File: src/rtl/lag_sum_pkg.sv
package lag_sum_pkg;
    typedef enum logic {
        MODE_PAIR = 1'b0,
        MODE_RUN  = 1'b1
    } sum_mode_e;
endpackage

File: src/rtl/lag_sum_history.sv
module lag_sum_history #(
    parameter int W = 8
) (
    input  logic         clk_i,
    input  logic         rst_i,
    input  logic         clr_i,
    input  logic         adv_i,
    input  logic [W-1:0] din_i,
    output logic [W-1:0] older_o,
    output logic [W-1:0] newer_o
);
    typedef struct packed {
        logic [W-1:0] older;
        logic [W-1:0] newer;
    } hist_t;

    hist_t hist_d, hist_q;

    always_comb begin
        hist_d = hist_q;
        if (clr_i) begin
            hist_d.older = '0;
            hist_d.newer = adv_i ? din_i : '0;
        end else if (adv_i) begin
            hist_d.older = hist_q.newer;
            hist_d.newer = din_i;
        end
    end

    always_ff @(posedge clk_i) begin
        if (rst_i) hist_q <= '0;
        else       hist_q <= hist_d;
    end

    assign older_o = hist_q.older;
    assign newer_o = hist_q.newer;
endmodule

File: src/rtl/lag_sum_accum.sv
module lag_sum_accum #(
    parameter int W     = 8,
    parameter int ACC_W = 16
) (
    input  logic             clk_i,
    input  logic             rst_i,
    input  logic             clr_i,
    input  logic             adv_i,
    input  logic [W-1:0]     din_i,
    output logic [ACC_W-1:0] total_o
);
    typedef struct packed {
        logic [ACC_W-1:0] total;
    } acc_t;

    acc_t acc_d, acc_q;
    logic [ACC_W-1:0] din_ext;

    assign din_ext = ACC_W'(din_i);

    always_comb begin
        acc_d = acc_q;
        if (clr_i)      acc_d.total = adv_i ? din_ext : '0;
        else if (adv_i) acc_d.total = acc_q.total + din_ext;
    end

    always_ff @(posedge clk_i) begin
        if (rst_i) acc_q <= '0;
        else       acc_q <= acc_d;
    end

    assign total_o = acc_q.total;
endmodule

File: src/rtl/stream_lag_summer.sv
module stream_lag_summer #(
    parameter int W     = 8,
    parameter int ACC_W = 16
) (
    input  logic             clk_i,
    input  logic             rst_i,
    input  logic             valid_i,
    input  logic [W-1:0]     data_i,
    input  logic             mode_i,
    input  logic             clear_i,
    output logic             valid_o,
    output logic [ACC_W-1:0] sum_o
);
    import lag_sum_pkg::*;

    localparam int PAIR_W = W + 1;

    typedef struct packed {
        logic [ACC_W-1:0] held;
    } out_t;

    logic [W-1:0]      older_q;
    logic [W-1:0]      newer_q;
    logic [ACC_W-1:0]  acc_q;
    logic [PAIR_W-1:0] pair_sum;
    logic [ACC_W-1:0]  pair_ext;
    logic [ACC_W-1:0]  selected;
    sum_mode_e         mode_sel;
    out_t              out_d, out_q;

    lag_sum_history #(.W(W)) u_hist (
        .clk_i   (clk_i),
        .rst_i   (rst_i),
        .clr_i   (clear_i),
        .adv_i   (valid_i),
        .din_i   (data_i),
        .older_o (older_q),
        .newer_o (newer_q)
    );

    lag_sum_accum #(.W(W), .ACC_W(ACC_W)) u_acc (
        .clk_i   (clk_i),
        .rst_i   (rst_i),
        .clr_i   (clear_i),
        .adv_i   (valid_i),
        .din_i   (data_i),
        .total_o (acc_q)
    );

    assign pair_sum = PAIR_W'(older_q) + PAIR_W'(newer_q);

    generate
        if (ACC_W > PAIR_W) begin : g_pad
            assign pair_ext = {{(ACC_W-PAIR_W){1'b0}}, pair_sum};
        end else begin : g_trunc
            assign pair_ext = pair_sum[ACC_W-1:0];
        end
    endgenerate

    assign mode_sel = sum_mode_e'(mode_i);

    always_comb begin
        out_d = out_q;
        if (clear_i)                   selected = '0;
        else if (mode_sel == MODE_RUN) selected = acc_q;
        else                           selected = pair_ext;
        if (valid_i)      out_d.held = selected;
        else if (clear_i) out_d.held = '0;
        sum_o   = valid_i ? selected : out_q.held;
        valid_o = valid_i;
    end

    always_ff @(posedge clk_i) begin
        if (rst_i) out_q <= '0;
        else       out_q <= out_d;
    end
endmodule

File: config.mk
export PLATFORM = sky130hd
export DESIGN_NAME = stream_lag_summer
export DESIGN_NICKNAME = d
export VERILOG_FILES = /design/src/rtl/lag_sum_pkg.sv /design/src/rtl/lag_sum_history.sv /design/src/rtl/lag_sum_accum.sv /design/src/rtl/stream_lag_summer.sv
export SDC_FILE = /design/constraint.sdc
export NUM_CORES = 1
export LEC_CHECK = 0
export BUFFER_PORTS_ARGS = -buffer_cell sky130_fd_sc_hd__buf_2
export CAP_MARGIN = 10
export CORE_MARGIN = 3
export CORE_UTILIZATION = 52
export CTS_BUF_LIST = sky130_fd_sc_hd__clkbuf_16
export DETAILED_ROUTE_END_ITERATION = 12
export GPL_TIMING_DRIVEN = 0
export PLACE_DENSITY = 0.69
export REMOVE_ABC_BUFFERS = 1
export SYNTH_ARGS = -nofsm -noshare
export SYNTH_HDL_FRONTEND = slang
export SYNTH_SLANG_ARGS = --single-unit
File: constraint.sdc
create_clock -name clk_i -period 2.63 [get_ports clk_i]
set_input_delay 0.1315 -clock clk_i [delete_from_list [all_inputs] [get_ports clk_i]]
set_output_delay 0.1315 -clock clk_i [all_outputs]
set_load 0.02 [all_outputs]
==> flow_metrics.env <==
export IMPL_fin_total_pwr_uw=1730
export IMPL_fin_crit_sh=0.941
export IMPL_worstHoldPathType="in -> reg"
export IMPL_vias_per_cell=5.98
export IMPL_cp_start_kind="flop"
export IMPL_synth_seq_cells=48
export IMPL_grt_overflow=0
export IMPL_firstDrtPassIters=4
export IMPL_io_pins=30
export IMPL_synthAdderAreaFrac=0.0845
export IMPL_intPower_uw=1280
export IMPL_cp_arrival_ns=2.34
export IMPL_clk_pin_slew_ns=0.06
export IMPL_cp_top_family="compound AO/OA/AOI/OAI gates"
export IMPL_grt_pass1_vias=2386
export IMPL_seqCellArea_sq_um=961
export IMPL_cts_buffer_depth=2
export IMPL_finalMaxSlewViolations=0
export IMPL_synth_edff_count=0
export IMPL_yosys_area_share_simple=0.204
export IMPL_period_minus_slack_ns=2.47
export IMPL_critPathSlowestCell="fa_2"
export IMPL_synth_top_family_by_area="compound AO/OA/AOI/OAI gates"
export IMPL_post_cts_buffers=0
export IMPL_ctsHtreeMaxLevel=2
export IMPL_netlist_area_sq_um=2840
export IMPL_drt_total_wl_mm=6.92
export IMPL_multi_input_area_sq_um=1800
export IMPL_hold_start="data_i[7]"
export IMPL_ant_nets=0
export IMPL_hold_buffers=0
export IMPL_grt_max_degree=51
export IMPL_final_common_cell="dfxtp_1"
export IMPL_p_seq_frac=0.442
export IMPL_pwr_share_comb=0.142
export IMPL_grt_pass1_wl_mm=11.3
export IMPL_cts_buffers=5
export IMPL_core_area_sq_um=5200
export IMPL_fmax_mhz=404
export IMPL_hold_depth=3
export IMPL_yosys_warnings=0
export IMPL_finClkSkew_ns=0.00452
export IMPL_cpPeakStageDelay_ns=0.39
export IMPL_p_leak_uw=0.00141
export IMPL_wl_per_cell_um=16.1
export IMPL_ys_flop_type="dfxtp_1"
export IMPL_p_sw_uw=446
export IMPL_switching_share=0.258
export IMPL_rows=26
export IMPL_antenna_found_initial=0
export IMPL_area_growth_pct=12.0
export IMPL_endpoint_kind="output pin"
export IMPL_drc=0
export IMPL_synth_compound_gate_area_share=0.266
export IMPL_fillers=492
export IMPL_synthXorXnorAreaFrac=0.0246
export IMPL_nets=389
export IMPL_critical_path_reg2reg_startpoint="u_acc.total_o[0]"
export IMPL_layout_common_cells="dfxtp_1 (48), nor2_1 (35), a21oi_1 (34)"
export IMPL_drive_above_1_share=0.131
export IMPL_drt_iter0_drc=136
export IMPL_hold_viol=0
export IMPL_r2r_slack_ns=0.35
export IMPL_die_h_um=80.0
export IMPL_status="completed"
export IMPL_rsz0062_at_grt="false"
export IMPL_die_w_um=80.0
export IMPL_synthCells=343
export IMPL_crit_fanout=4
export IMPL_cp_required_ns=2.50
export IMPL_finalSetupViolations=0
export IMPL_cp_cell_sequence="ha_1 -> fa_2 -> a211oi_2 -> o21bai_1 -> a21oi_2 -> a211o_1 -> o21ai_0 -> buf_2"
export IMPL_setup_tns_ns=0
export IMPL_antenna_cells=0
export IMPL_rr_worst_depth=7
export IMPL_p_clk_frac=0.416
export IMPL_crit_buf_inv=1
export IMPL_slew_headroom=0.473
export IMPL_clk_latency_ns=0.29
export IMPL_netlist_area_leader_share=0.338
export IMPL_tightest_slew_ns=0.789
export IMPL_die_area_sq_um=6390
export IMPL_gp_congestion=0.824
export IMPL_async_reset_ff_frac=0
export IMPL_cap_violations=0
export IMPL_netlist_cell_type_count=47
export IMPL_powerDensity_nw_per_um2=542
export IMPL_cts_sinks=48
export IMPL_vias=2567
export IMPL_cts_tree="built"
export IMPL_initial_utilization=0.546
export IMPL_yosys_area_top_type="dfxtp_1"
export IMPL_placement_io_buffers=29
export IMPL_whs_endpoint="u_hist.newer_o[7]"
export IMPL_hpwl_mm=4.46
export IMPL_synthMuxAreaShare=0.0458
export IMPL_crit_type="reg -> out"
export IMPL_yosysSeqAreaShare=0.338
export IMPL_rr_endpoint="u_acc.total_o[12]"
export IMPL_peakVddDrop_uv=300
export IMPL_synth_avg_cell_area_sq_um=8.29
export IMPL_root_buffer="clkbuf_16"
export IMPL_synth_area_top_cells="dfxtp_1 (34%), ha_1 (7.0%), a21oi_1 (6.2%)"
export IMPL_grt_usage=0.223
## power groups by stage
stage          combinational (uW)  sequential (uW)  clock (uW)
3_5_place_dp                  239              779           0
6_report                      245              763         718
4_1_cts                       243              763         722
3_3_place_gp                  235              779           0
5_1_grt                       269              765         752
2_1_floorplan                 156              775           0
## flip-flops by register name, indices dropped and copies added, names as in the netlist
| register | count |
|---|---|
| u_hist.newer_o | 8 |
| out_q | 16 |
| u_hist.older_o | 8 |
| u_acc.total_o | 16 |
## worst min-delay path, cell delays in order
cell,delay (ns)
buf_2,0.10
a21oi_1,0.06
nor2_1,0.07
## layout make-up
cell class,count,area share
Tap cell,70,0.0275
Sequential cell,48,0.302
Clock inverter,3,0.0122
Timing Repair Buffer,29,0.0463
Inverter,6,0.00707
Clock buffer,5,0.0393
Multi-Input combinational cell,268,0.566
## Yosys cell counts (2+ instances only)
library cell and number:
dfxtp_1 48, nor2_1 36, a21oi_1 35, nand2_1 22, clkbuf_1 17, ha_1 16
mux2i_1 13, nand3_1 12, o21ai_0 12, a211oi_1 10, a21o_1 10, a31oi_1 9
and3_1 9, o211ai_1 9, nor2b_1 8, xor2_1 7, inv_1 6, a211o_1 5
or3_1 5, or4_1 5, nand2b_1 4, o21bai_1 4, a311oi_1 3, and2_1 3
buf_1 3, nand4b_1 3, a221oi_1 2, a22o_1 2, a22oi_1 2, fa_1 2
nand3b_1 2, nor3_1 2, o21a_1 2, o2bb2ai_1 2
## timing repair
item,4_1_cts,5_1_grt
gates resized for setup,3,4
cloned,0,0
endpoints found under the setup margin,7,6
pin swaps,0,1
## worst max path at each step
stage / start / end / slack, ns / depth (start not counted)
5_1_grt: u_hist.older_o[0] / sum_o[8] / 0.05 / 8
3_3_place_gp: valid_i / sum_o[4] / -0.39 / 6
6_report: u_hist.older_o[0] / sum_o[8] / 0.16 / 8
4_1_cts: u_hist.older_o[0] / sum_o[8] / 0.03 / 8
2_1_floorplan: u_hist.older_o[0] / sum_o[8] / 0.52 / 7
3_5_place_dp: valid_i / sum_o[4] / -0.41 / 6
## stage by stage
step / hold slack, ns / area, sq um / util / std cells / setup slack (ns)
after floorplan: 0.201 / 2760 / - / 322 / 0.519
after global placement: 0.403 / 2990 / 0.575 / 421 / -0.393
after detailed placement: 0.409 / 2990 / 0.575 / 421 / -0.408
after CTS: 0.116 / 3170 / 0.608 / 429 / 0.0315
after global routing: 0.138 / 3190 / 0.612 / 429 / 0.0537
final: 0.115 / 3190 / 0.612 / 429 / 0.156
## routing by layer
layer,share of wire,up-vias,global-route usage
met3,0.047,11,0.0429
li1,-,1295,-
met2,0.45,51,0.365
met1,0.49,1210,0.292
met5,0,-,0
met4,0.017,0,0.0811
## logic make-up after synthesis
kind of cell               Yosys count
AOI/OAI and AO/OA                  114
buffers and inverters               27
muxes                               13
adders and majority gates           18
and+or+nand+nor                    115
DFF                                 48
xor gates and xnor gates             8
Note: power is estimated with default switching activity, not from simulation.
